File: config.mk
export PLATFORM = sky130hd
export DESIGN_NAME = serial_xcvr
export DESIGN_NICKNAME = d
export VERILOG_FILES = /design/src/rtl/serial_xcvr.sv
export SDC_FILE = /design/constraint.sdc
export NUM_CORES = 1
export LEC_CHECK = 0
export BUFFER_PORTS_ARGS = -buffer_cell sky130_fd_sc_hd__buf_2
export CAP_MARGIN = 10
export CORE_MARGIN = 5
export CORE_UTILIZATION = 25
export DETAILED_ROUTE_END_ITERATION = 6
export GPL_TIMING_DRIVEN = 0
export PLACE_DENSITY = 0.4
export SLEW_MARGIN = 5
export SYNTH_ARGS = -nofsm -noshare
export SYNTH_HDL_FRONTEND = slang
export SYNTH_SLANG_ARGS = --single-unit
File: constraint.sdc
create_clock -name clk -period 3.5 [get_ports clk]
set_clock_uncertainty 0.2 [all_clocks]
set_input_delay 1.05 -clock clk [delete_from_list [all_inputs] [get_ports clk]]
set_output_delay 1.05 -clock clk [all_outputs]
set_load 0.05 [all_outputs]
File: src/rtl/serial_xcvr.sv
module serial_xcvr #(
  parameter int SAMPLES = 16,
  parameter int DIV_W   = 16
) (
  input  logic             clk,
  input  logic             rst_n,
  input  logic             tx_en,
  input  logic             rx_en,
  input  logic             loop_en,
  input  logic [DIV_W-1:0] baud_div,
  input  logic             wr_valid,
  input  logic [7:0]       wr_data,
  output logic             tx_empty,
  input  logic             rd_req,
  output logic [7:0]       rd_data,
  output logic             rx_ready,
  output logic             overrun,
  output logic             frame_err,
  output logic             txd,
  output logic             txd_oe,
  input  logic             rxd
);
  localparam int SW  = $clog2(SAMPLES);
  localparam int MID = SAMPLES / 2;

  logic [DIV_W-1:0] pre;
  logic tick;
  assign tick = (pre == baud_div);

  always_ff @(posedge clk or negedge rst_n)
    if (!rst_n) pre <= '0;
    else        pre <= tick ? '0 : pre + 1'b1;

  // transmit path
  logic          tx_full, tx_busy;
  logic [7:0]    tx_hold;
  logic [9:0]    tx_sh;
  logic [SW-1:0] tx_sc;
  logic [3:0]    tx_bc;
  logic          put, load, tx_line;

  assign put      = wr_valid && !tx_full && tx_en;
  assign load     = tx_full && !tx_busy && tx_en;
  assign tx_line  = tx_busy ? tx_sh[0] : 1'b1;
  assign txd      = loop_en ? 1'b1 : tx_line;
  assign txd_oe   = tx_en;
  assign tx_empty = !tx_full;

  always_ff @(posedge clk or negedge rst_n)
    if (!rst_n) begin
      tx_full <= 1'b0; tx_hold <= '0; tx_busy <= 1'b0;
      tx_sh <= '1; tx_sc <= '0; tx_bc <= '0;
    end else begin
      if (put) begin
        tx_full <= 1'b1;
        tx_hold <= wr_data;
      end else if (load) tx_full <= 1'b0;
      if (load) begin
        tx_busy <= 1'b1;
        tx_sh   <= {1'b1, tx_hold, 1'b0};
        tx_sc   <= '0;
        tx_bc   <= '0;
      end else if (tx_busy && tick) begin
        if (tx_sc == SW'(SAMPLES-1)) begin
          tx_sc <= '0;
          tx_sh <= {1'b1, tx_sh[9:1]};
          if (tx_bc == 4'd9) tx_busy <= 1'b0;
          else               tx_bc <= tx_bc + 1'b1;
        end else tx_sc <= tx_sc + 1'b1;
      end
    end

  // receive path
  logic [1:0]    rs;
  logic          rx_s, rx_act, rx_full, ovr, ferr;
  logic [SW-1:0] rx_sc;
  logic [3:0]    rx_bc;
  logic [1:0]    smp;
  logic [7:0]    rx_sh, rx_hold;
  logic          maj, decide, done, get;

  assign rx_s   = rs[1];
  assign maj    = (smp[0] & smp[1]) | (smp[0] & rx_s) | (smp[1] & rx_s);
  assign decide = rx_act && tick && (rx_sc == SW'(MID+1));
  assign done   = decide && (rx_bc == 4'd9);
  assign get    = rd_req && rx_full;

  always_ff @(posedge clk or negedge rst_n)
    if (!rst_n) rs <= '1;
    else        rs <= {rs[0], loop_en ? tx_line : rxd};

  always_ff @(posedge clk or negedge rst_n)
    if (!rst_n) begin
      rx_act <= 1'b0; rx_sc <= '0; rx_bc <= '0; smp <= '1; rx_sh <= '0;
    end else if (!rx_en) rx_act <= 1'b0;
    else if (!rx_act) begin
      if (tick && !rx_s) begin
        rx_act <= 1'b1;
        rx_sc  <= SW'(1);
        rx_bc  <= '0;
      end
    end else if (tick) begin
      if (rx_sc == SW'(MID-1) || rx_sc == SW'(MID)) smp <= {smp[0], rx_s};
      if (decide) begin
        if (rx_bc == 4'd0) begin
          if (maj) rx_act <= 1'b0;
        end else if (rx_bc == 4'd9) rx_act <= 1'b0;
        else rx_sh <= {maj, rx_sh[7:1]};
      end
      if (rx_sc == SW'(SAMPLES-1)) begin
        rx_sc <= '0;
        rx_bc <= rx_bc + 1'b1;
      end else rx_sc <= rx_sc + 1'b1;
    end

  always_ff @(posedge clk or negedge rst_n)
    if (!rst_n) begin
      rx_full <= 1'b0; rx_hold <= '0; ovr <= 1'b0; ferr <= 1'b0;
    end else if (done) begin
      if (rx_full && !get) ovr <= 1'b1;
      else begin
        rx_hold <= rx_sh;
        rx_full <= 1'b1;
        ferr    <= !maj;
        ovr     <= 1'b0;
      end
    end else if (get) begin
      rx_full <= 1'b0;
      ovr     <= 1'b0;
      ferr    <= 1'b0;
    end

  assign rd_data   = rx_hold;
  assign rx_ready  = rx_full;
  assign overrun   = ovr;
  assign frame_err = ferr;

  p_put_fills_r3: assert property (@(posedge clk) disable iff (!rst_n)
    put |=> !tx_empty);
  p_get_clears_r4: assert property (@(posedge clk) disable iff (!rst_n)
    (get && !done) |=> !rx_ready);
  p_hold_kept_r6: assert property (@(posedge clk) disable iff (!rst_n)
    (rx_full && !get) |=> $stable(rd_data));
  p_overrun_full_r6: assert property (@(posedge clk) disable iff (!rst_n)
    $rose(overrun) |-> $past(rx_full));
  p_rx_off_r9: assert property (@(posedge clk) disable iff (!rst_n)
    !rx_en |=> !rx_act);
endmodule

==> results of run 1 <==
## worst paths after layout
kind                             startpoint                   end  slack (ns)  cells past startpoint
max in group asynchronous             rst_n  tx_sh[1]$_DFFE_PN1P_        2.01                      2
max                             baud_div[9]  rx_sh[3]$_DFFE_PN0P_        0.28                      6
min                         rs[0]$_DFF_PN1_       rs[1]$_DFF_PN1_        0.16                      0
min reg2reg                 rs[0]$_DFF_PN1_       rs[1]$_DFF_PN1_        0.16                      0
max reg2reg                pre[7]$_DFF_PN0_  rx_sh[3]$_DFFE_PN0P_        0.60                      5
min in group asynchronous             rst_n   tx_full$_DFFE_PN0P_        0.46                      1
## worst max-delay path, cell delays in order
cell	delay, ns
sky130_fd_sc_hd__buf_2	0.10
sky130_fd_sc_hd__xor2_1	0.13
sky130_fd_sc_hd__nor4_1	0.42
sky130_fd_sc_hd__nand4_1	0.42
sky130_fd_sc_hd__nor4b_4	0.70
sky130_fd_sc_hd__mux2_2	0.40
## through the flow
step                power (mW)  utilization  setup TNS (ns)  setup slack, ns
floorplan                 1.03            -               0            0.559
CTS                       2.05        0.308               0            0.225
global route              2.11        0.308               0           0.0460
finish                    2.02        0.308               0            0.279
global placement          1.09        0.286           -3.71           -0.216
detailed placement        1.10        0.288           -1.60           -0.126
## state kept, by name, indices dropped and copies added, names as in the netlist, 8 cells and up
signal   flops
pre         16
rd_data      8
rx_sh        8
tx_hold      8
tx_sh        9
## area by class of cell
cell class                      instances  area [um^2]  share of cell area
Clock buffer                           12          246              0.0550
Timing Repair Buffer                   46          255              0.0570
Tap cell                              184          230              0.0514
Buffer                                 12         50.0              0.0112
Sequential cell                        75         1890               0.423
Multi-Input combinational cell        240         1700               0.379
Inverter                               15         56.3              0.0126
Clock inverter                          4         50.0              0.0112
## synthesized netlist by cell type, types with 6 or more instances
library cell and number:
sky130_fd_sc_hd__a21oi_1 9, sky130_fd_sc_hd__nand4_1 6, sky130_fd_sc_hd__inv_1 15, sky130_fd_sc_hd__nand3_1 23, sky130_fd_sc_hd__o21ai_0 14, sky130_fd_sc_hd__and3_1 7, sky130_fd_sc_hd__xor2_1 21, sky130_fd_sc_hd__mux2_2 26
sky130_fd_sc_hd__nor2_1 24, sky130_fd_sc_hd__dfrtp_1 62, sky130_fd_sc_hd__nand2b_1 11, sky130_fd_sc_hd__ha_1 10, sky130_fd_sc_hd__o221a_2 7, sky130_fd_sc_hd__clkbuf_1 8, sky130_fd_sc_hd__xnor2_1 8, sky130_fd_sc_hd__nand2_1 22
sky130_fd_sc_hd__dfstp_2 13
## kinds of logic (layout without fill, tap and decap cells)
logic type,after synthesis,after routing,share of synthesized area
muxes,29,29,0.0873
AOI/OAI and AO/OA,52,52,0.0988
adders and majority gates,11,11,0.0365
buffers and inverters,27,89,0.0288
DFF,75,75,0.512
xor gates and xnor gates,29,29,0.0687
and+or+nand+nor,119,119,0.168
## power groups by stage
stage          Clock (mW)  Combinational [mW]  Sequential (mW)
6_report            0.940               0.134            0.946
5_1_grt              1.01               0.152            0.952
4_1_cts             0.969               0.138            0.947
3_5_place_dp            0               0.137            0.963
3_3_place_gp            0               0.131            0.962
2_1_floorplan           0              0.0783            0.950
## layer usage
layer / track usage / up-vias
met4: 0.0326 / 0
li1: - / 1341
met3: 0.0294 / 8
met5: 0 / -
met1: 0.145 / 1315
met2: 0.144 / 44
==> flow_summary.rst, run 1 <==
.. list-table::
   :header-rows: 1

   * - Metric
     - Value
   * - Top fanout value on the critical path
     - 8
   * - Final number of setup-violating endpoints
     - 0
   * - Number of nets in the finished design
     - 441
   * - Ant. Diodes
     - 0
   * - Routed metal-1 wire length
     - 4430 um
   * - Sink count of the clock tree
     - 75
   * - Flop pwr share
     - 0.468
   * - Share of the clock period used by the worst path after layout
     - 0.920
   * - Number of vias per cell
     - 4.61
   * - Die Width
     - 132 um
   * - TritonCTS clock tree
     - yes
   * - Vertical die dimension
     - 132 um
   * - Transition time at the pin with the least slew margin
     - 0.669 ns
   * - Post-CTS Hold Fix Bufs
     - 0
   * - Routability congestion estimate
     - 0.764
   * - Worst slew margin
     - 0.551
   * - Placement Cell Area
     - 4180 um^2
   * - Fill cell total of the finished layout
     - 1,565
   * - Top routing layer used
     - met4
   * - Final critical path time including I/O delays and setup
     - 3.22 ns
   * - Number of rows in the core area
     - 44
   * - Achievable Freq
     - 310 MHz
   * - Largest net degree at the start of global routing
     - 46
   * - Required time reported for the critical path endpoint
     - 3.52 ns
   * - Post-synth net total
     - 384
   * - RSZ-0062 raised after global routing
     - no
   * - Flip-flop and latch count after synthesis
     - 75
   * - Setup Buffers After CTS
     - 0
   * - Number of nets with antenna violations after detailed routing
     - 0
   * - Resized cells post-CTS
     - 0
   * - Most frequent standard cell in the layout excluding fill and tap cells
     - sky130_fd_sc_hd__dfrtp_1
   * - Power Dens Cells
     - 451 nW/um^2
   * - Die ar.
     - 17,300 um^2
   * - Dominant cells by area after synthesis
     - sky130_fd_sc_hd__dfrtp_1, sky130_fd_sc_hd__dfstp_2, sky130_fd_sc_hd__mux2_2
   * - Final hold slack
     - 0.158 ns
   * - Total met2 wirelength after detailed routing
     - 3710 um
   * - Category of the critical setup timing path
     - input port to flop
   * - Proportion of total power due to net switching
     - 0.237
   * - Vias in the first global route
     - 2,768
   * - Most used DFF post-synth
     - sky130_fd_sc_hd__dfrtp_1
   * - Deepest clock path buffer count
     - 2
   * - Combinational power share
     - 0.066
   * - Critical Path Start Type
     - input port
   * - Core region area
     - 14,500 um^2
   * - Count of unresolved DRC violations after routing
     - 0
   * - Path type of the worst min-delay path
     - flop to flop
   * - Largest voltage drop on the vdd net
     - 0.000237 V
   * - Leakage component of the power
     - 2.00 nW
   * - Final non-filler cell total
     - 588
   * - Total non-filler cell area in the finished layout
     - 4480 um^2
   * - Met3 wirelength from detailed routing
     - 313 um
   * - Effective utilization at floorplan
     - 0.254
   * - Number of instances in the synthesized netlist
     - 342
   * - Switching power of the nets
     - 0.478 mW
   * - Fraction of post-synthesis cell area in the top cell type by area
     - 0.420
   * - Cell-internal power
     - 1.54 mW
   * - Data arrival time of the critical path
     - 3.24 ns
   * - Top-level port count
     - 46
   * - Result of the run
     - completed
   * - Max_cap viols
     - 0
   * - Clk pin slew, worst setup/hold paths
     - 0.06 ns
   * - Mean instance size in the synthesized netlist
     - 10.8 um^2
   * - Residual overflow from global routing
     - 0
   * - Clk pwr share
     - 0.466
   * - Number of pins exceeding their max-slew limit in the final report
     - 0
   * - PortBufs
     - 45
   * - Most used cells in the layout excluding fill and tap cells
     - sky130_fd_sc_hd__dfrtp_1, sky130_fd_sc_hd__buf_2, sky130_fd_sc_hd__mux2_2
   * - Insertion delay of the later-clocked pin in the worst-skew pair
     - 0.33 ns
   * - Area growth from synthesis to layout
     - 21.2%
   * - H-tree levels
     - 3
   * - DRT Pass-1 Iters
     - 4
   * - Routed length per placed instance
     - 14.5 um
   * - Sequential cell area fraction in the yosys report
     - 0.512
   * - Number of buffers created by CTS
     - 9
   * - Number of warnings printed during yosys synthesis
     - 0
   * - Final hold viol count
     - 0
   * - Root buffer cell
     - sky130_fd_sc_hd__clkbuf_16
   * - Total track usage
     - 0.101
   * - Sum of net half-perimeters after detailed placement
     - 6070 um
   * - Sum of routed wire length over all layers
     - 8540 um
   * - Asr flop ratio synth
     - 1.00
   * - First-pass GRT wire length
     - 14,400 um
   * - Number of library cell types mapped by synthesis
     - 47
   * - Capturing element type of the critical path
     - flop
   * - Top cell type by total area after synthesis
     - sky130_fd_sc_hd__dfrtp_1
   * - Via total after detailed routing
     - 2,708
   * - Number of DRC violations after detailed-routing iteration 0
     - 79
   * - Number of antenna violations at the first check in global routing
     - 0
   * - Share of final-layout standard cells stronger than drive strength 1
     - 0.272
   * - Post-synth EDFFs
     - 0
   * - Combined area of all synthesized cells
     - 3700 um^2
   * - Count of placed standard cells including taps
     - 572
Note: power is estimated with default switching activity, not from simulation.
==> run 2, diff against run 1 <==
Settings changed: CORE_ASPECT_RATIO set to 1.2.
==> flow_summary.rst, run 2 (same netlist as run 1, synthesis figures left out) <==
.. list-table::
   :header-rows: 1

   * - Metric
     - Value
   * - Vias in the first global route
     - 2,835
   * - Number of nets in the finished design
     - 441
   * - Reg with most FFs
     - pre
   * - Critical Path Start Type
     - input port
   * - Most used cells in the layout excluding fill and tap cells
     - sky130_fd_sc_hd__dfrtp_1, sky130_fd_sc_hd__buf_2, sky130_fd_sc_hd__mux2_2
   * - Max_cap viols
     - 0
   * - Vertical die dimension
     - 143 um
   * - Via total after detailed routing
     - 2,748
   * - Routed length per placed instance
     - 14.1 um
   * - Share of final-layout standard cells stronger than drive strength 1
     - 0.267
   * - Placement Cell Area
     - 4200 um^2
   * - DRT Pass-1 Iters
     - 4
   * - Sum of net half-perimeters after detailed placement
     - 6070 um
   * - Largest registers
     - pre x16, tx_sh x9
   * - Post-CTS Hold Fix Bufs
     - 0
   * - Number of rows in the core area
     - 48
   * - Area growth from synthesis to layout
     - 21.0%
   * - Effective utilization at floorplan
     - 0.255
   * - Final critical path time including I/O delays and setup
     - 3.28 ns
   * - Die Width
     - 121 um
   * - Number of vias per cell
     - 4.55
   * - Final hold slack
     - 0.158 ns
   * - First-pass GRT wire length
     - 14,800 um
   * - Number of cells on the worst hold path
     - 0
   * - Final hold viol count
     - 0
   * - Final number of setup-violating endpoints
     - 0
   * - Routability congestion estimate
     - 0.738
   * - Transition time at the pin with the least slew margin
     - 0.656 ns
   * - Capturing element type of the critical path
     - flop
   * - Leakage component of the power
     - 2.00 nW
   * - Most frequent standard cell in the layout excluding fill and tap cells
     - sky130_fd_sc_hd__dfrtp_1
   * - PortBufs
     - 45
   * - Category of the critical setup timing path
     - input port to flop
   * - Sum of routed wire length over all layers
     - 8530 um
   * - Data arrival time of the critical path
     - 3.36 ns
   * - Depth of the most critical reg-to-reg path
     - 6
   * - Largest net degree at the start of global routing
     - 40
   * - Resized cells post-CTS
     - 0
   * - Number of nets with antenna violations after detailed routing
     - 0
   * - Sink count of the clock tree
     - 75
   * - Count of unresolved DRC violations after routing
     - 0
   * - Path type of the worst min-delay path
     - flop to flop
   * - Residual overflow from global routing
     - 0
   * - Clk pin slew, worst setup/hold paths
     - 0.05 ns
   * - Top fanout value on the critical path
     - 10
   * - Largest voltage drop on the vdd net
     - 0.000242 V
   * - TritonCTS clock tree
     - yes
   * - Share of the clock period used by the worst path after layout
     - 0.937
   * - Worst slew margin
     - 0.559
   * - Deepest clock path buffer count
     - 2
   * - Slack of the worst reg-to-reg path
     - 0.55 ns
   * - Top-level port count
     - 46
   * - Number of buffers created by CTS
     - 9
   * - Root buffer cell
     - sky130_fd_sc_hd__clkbuf_16
   * - Power Dens Cells
     - 441 nW/um^2
   * - Number of DRC violations after detailed-routing iteration 0
     - 118
   * - Final TNS setup
     - 0 ns
   * - Core region area
     - 14,500 um^2
   * - Number of antenna violations at the first check in global routing
     - 0
   * - Insertion delay of the later-clocked pin in the worst-skew pair
     - 0.34 ns
   * - Setup Buffers After CTS
     - 0
   * - Required time reported for the critical path endpoint
     - 3.58 ns
   * - Flip-flop count of the largest register, all copies and words added
     - 16
   * - Result of the run
     - completed
   * - Number of pins exceeding their max-slew limit in the final report
     - 0
   * - Total track usage
     - 0.109
   * - Total non-filler cell area in the finished layout
     - 4480 um^2
   * - Ant. Diodes
     - 0
   * - Die ar.
     - 17,300 um^2
   * - H-tree levels
     - 3
   * - RSZ-0062 raised after global routing
     - no
   * - Final cell utilization of the core
     - 0.309
   * - Achievable Freq
     - 305 MHz
[run 2: final timing paths]
| kind | startpoint | endpoint |
|---|---|---|
| hold reg to reg | rs[0]$_DFF_PN1_ | rs[1]$_DFF_PN1_ |
| setup reg to reg | pre[7]$_DFF_PN0_ | tx_sh[6]$_DFFE_PN1P_ |
| max in group asynchronous | rst_n | rs[1]$_DFF_PN1_ |
| setup / recovery | baud_div[9] | tx_sh[6]$_DFFE_PN1P_ |
| hold / removal | rs[0]$_DFF_PN1_ | rs[1]$_DFF_PN1_ |
| min in group asynchronous | rst_n | pre[9]$_DFF_PN0_ |
[run 2: layout make-up]
cell class,count,area (um^2)
Fill cell,1538,10000
Sequential cell,75,1890
Multi-Input combinational cell,240,1700
Tap cell,200,250
Timing Repair Buffer,46,248
Clock buffer,13,240
Inverter,15,56.3
Buffer,12,50.0
Clock inverter,3,40.0
[run 2: per-stage QoR]
stage	cells	power, mW	setup WS [ns]
finish	604	1.98	0.220
detailed placement	588	1.09	-0.165
global route	604	2.08	0.0553
floorplan	342	1.03	0.559
global placement	587	1.09	-0.119
CTS	604	2.01	0.183
[run 2: report_power, final]
part | total [mW] | internal (mW) | switching, mW
Clock | 0.900 | 0.551 | 0.349
Sequential | 0.946 | 0.907 | 0.0389
Combinational | 0.130 | 0.0628 | 0.0667
[run 2: worst max-delay path, cell delays in order]
cell and delay, ns:
sky130_fd_sc_hd__buf_2 0.10, sky130_fd_sc_hd__xor2_1 0.13, sky130_fd_sc_hd__nor4_1 0.41, sky130_fd_sc_hd__nand4_1 0.44, sky130_fd_sc_hd__clkbuf_1 0.37, sky130_fd_sc_hd__o21ai_1 0.54
sky130_fd_sc_hd__o221a_2 0.31
[run 2: routing by layer]
layer | vias up | GRT usage | routed length (um)
met5 | - | 0 | 0
met4 | 0 | 0.0465 | 167
met3 | 10 | 0.0309 | 351
met2 | 49 | 0.163 | 3910
met1 | 1358 | 0.147 | 4100
li1 | 1331 | - | -
==> run 3, diff against run 2 <==
Settings changed: MAX_ROUTING_LAYER set to met4.
==> flow_summary.rst, run 3 (same netlist as run 1, synthesis figures left out) <==
.. list-table::
   :header-rows: 1

   * - Metric
     - Value
   * - Die Width
     - 121 um
   * - Number of nets with antenna violations after detailed routing
     - 0
   * - Die ar.
     - 17,300 um^2
   * - Sink count of the clock tree
     - 75
   * - Deepest clock path buffer count
     - 2
   * - Setup Buffers After CTS
     - 0
   * - Resized cells post-CTS
     - 0
   * - TritonCTS clock tree
     - yes
   * - Via total after detailed routing
     - 2,752
   * - Required time reported for the critical path endpoint
     - 3.58 ns
   * - Count of unresolved DRC violations after routing
     - 0
   * - Number of pins exceeding their max-slew limit in the final report
     - 0
   * - Path type of the worst min-delay path
     - flop to flop
   * - Worst slew margin
     - 0.559
   * - Vias in the first global route
     - 2,832
   * - RSZ-0062 raised after global routing
     - no
   * - Data arrival time of the critical path
     - 3.36 ns
   * - DRT Pass-1 Iters
     - 4
   * - Number of vias per cell
     - 4.56
   * - Number of nets in the finished design
     - 441
   * - Largest net degree at the start of global routing
     - 40
   * - Insertion delay of the later-clocked pin in the worst-skew pair
     - 0.33 ns
   * - H-tree levels
     - 3
   * - Post-CTS Hold Fix Bufs
     - 0
   * - Vertical die dimension
     - 143 um
   * - Top-level port count
     - 46
   * - First-pass GRT wire length
     - 14,800 um
   * - Area growth from synthesis to layout
     - 21.0%
   * - Most used cells in the layout excluding fill and tap cells
     - sky130_fd_sc_hd__dfrtp_1, sky130_fd_sc_hd__buf_2, sky130_fd_sc_hd__mux2_2
   * - Largest registers
     - pre x16, tx_sh x9
   * - Share of the clock period used by the worst path after layout
     - 0.938
   * - Largest voltage drop on the vdd net
     - 0.000242 V
   * - Leakage component of the power
     - 2.00 nW
   * - Clk pin slew, worst setup/hold paths
     - 0.05 ns
   * - Residual overflow from global routing
     - 0
   * - Sum of routed wire length over all layers
     - 8530 um
   * - Final cell utilization of the core
     - 0.309
   * - Share of final-layout standard cells stronger than drive strength 1
     - 0.267
   * - Total track usage
     - 0.112
   * - Most frequent standard cell in the layout excluding fill and tap cells
     - sky130_fd_sc_hd__dfrtp_1
   * - Final hold slack
     - 0.158 ns
   * - Final number of setup-violating endpoints
     - 0
   * - Number of antenna violations at the first check in global routing
     - 0
   * - Category of the critical setup timing path
     - input port to flop
   * - Achievable Freq
     - 305 MHz
   * - Core region area
     - 14,500 um^2
   * - Critical Path Start Type
     - input port
   * - Capturing element type of the critical path
     - flop
   * - Final hold viol count
     - 0
   * - Sum of net half-perimeters after detailed placement
     - 6070 um
   * - Routability congestion estimate
     - 0.747
   * - Number of rows in the core area
     - 48
   * - Result of the run
     - completed
   * - Flip-flop count of the largest register, all copies and words added
     - 16
   * - Final critical path time including I/O delays and setup
     - 3.28 ns
   * - Power Dens Cells
     - 440 nW/um^2
   * - Max_cap viols
     - 0
   * - Number of buffers created by CTS
     - 9
   * - Root buffer cell
     - sky130_fd_sc_hd__clkbuf_16
   * - Top fanout value on the critical path
     - 10
   * - Reg with most FFs
     - pre
   * - Number of DRC violations after detailed-routing iteration 0
     - 124
   * - Routed length per placed instance
     - 14.1 um
   * - PortBufs
     - 45
   * - Effective utilization at floorplan
     - 0.255
   * - Transition time at the pin with the least slew margin
     - 0.656 ns
   * - Ant. Diodes
     - 0
## run 3: cell counts in the layout (fill, tap and decap cells not counted)
No cell type changed its count.
## run 3: path summary, 6_finish.rpt
check                                      start                   end  slack (ns)  depth (start not counted)
worst max-delay path                 baud_div[9]  tx_sh[6]$_DFFE_PN1P_        0.22                          7
worst min-delay path             rs[0]$_DFF_PN1_       rs[1]$_DFF_PN1_        0.16                          0
worst max register to register  pre[7]$_DFF_PN0_  tx_sh[6]$_DFFE_PN1P_        0.55                          6
worst min register to register   rs[0]$_DFF_PN1_       rs[1]$_DFF_PN1_        0.16                          0
max in group asynchronous                  rst_n       rs[1]$_DFF_PN1_        1.94                          2
min in group asynchronous                  rst_n      pre[9]$_DFF_PN0_        0.49                          1
## run 3: per-layer routing
metal | global-route usage | routed length (um) | vias up
li1 | - | - | 1332
met1 | 0.148 | 4110 | 1359
met2 | 0.163 | 3940 | 50
met3 | 0.0238 | 313 | 11
met4 | 0.0555 | 165 | 0
met5 | - | 0 | -
## run 3: critical path: stages
cell	delay (ns)
sky130_fd_sc_hd__buf_2	0.10
sky130_fd_sc_hd__xor2_1	0.13
sky130_fd_sc_hd__nor4_1	0.41
sky130_fd_sc_hd__nand4_1	0.44
sky130_fd_sc_hd__clkbuf_1	0.37
sky130_fd_sc_hd__o21ai_1	0.54
sky130_fd_sc_hd__o221a_2	0.31
## run 3: report_power, final
part / total [mW] / switching (mW) / leakage (nW) / internal (mW)
registers: 0.946 / 0.0388 / 0.931 / 0.907
clock network: 0.895 / 0.345 / 0.138 / 0.551
logic: 0.130 / 0.0668 / 0.931 / 0.0628
## run 3: metrics by stage
stage | TNS [ns] | std cells | power [mW] | cell area [um^2] | worst slack (ns)
finish | 0 | 604 | 1.97 | 4480 | 0.218
CTS | 0 | 604 | 2.01 | 4480 | 0.183
detailed placement | -2.28 | 588 | 1.09 | 4200 | -0.165
floorplan | 0 | 342 | 1.03 | 3700 | 0.559
global route | 0 | 604 | 2.08 | 4480 | 0.0514
global placement | -1.49 | 587 | 1.09 | 4170 | -0.119
## run 3: cell type report
type	count	area [um^2]
fill	1538	10000
inverter	15	56.3
multi-input combinational	240	1700
timing repair buffer	46	248
buffer	12	50.0
tap	200	250
clock inverter	3	40.0
sequential	75	1890
clock buffer	13	240
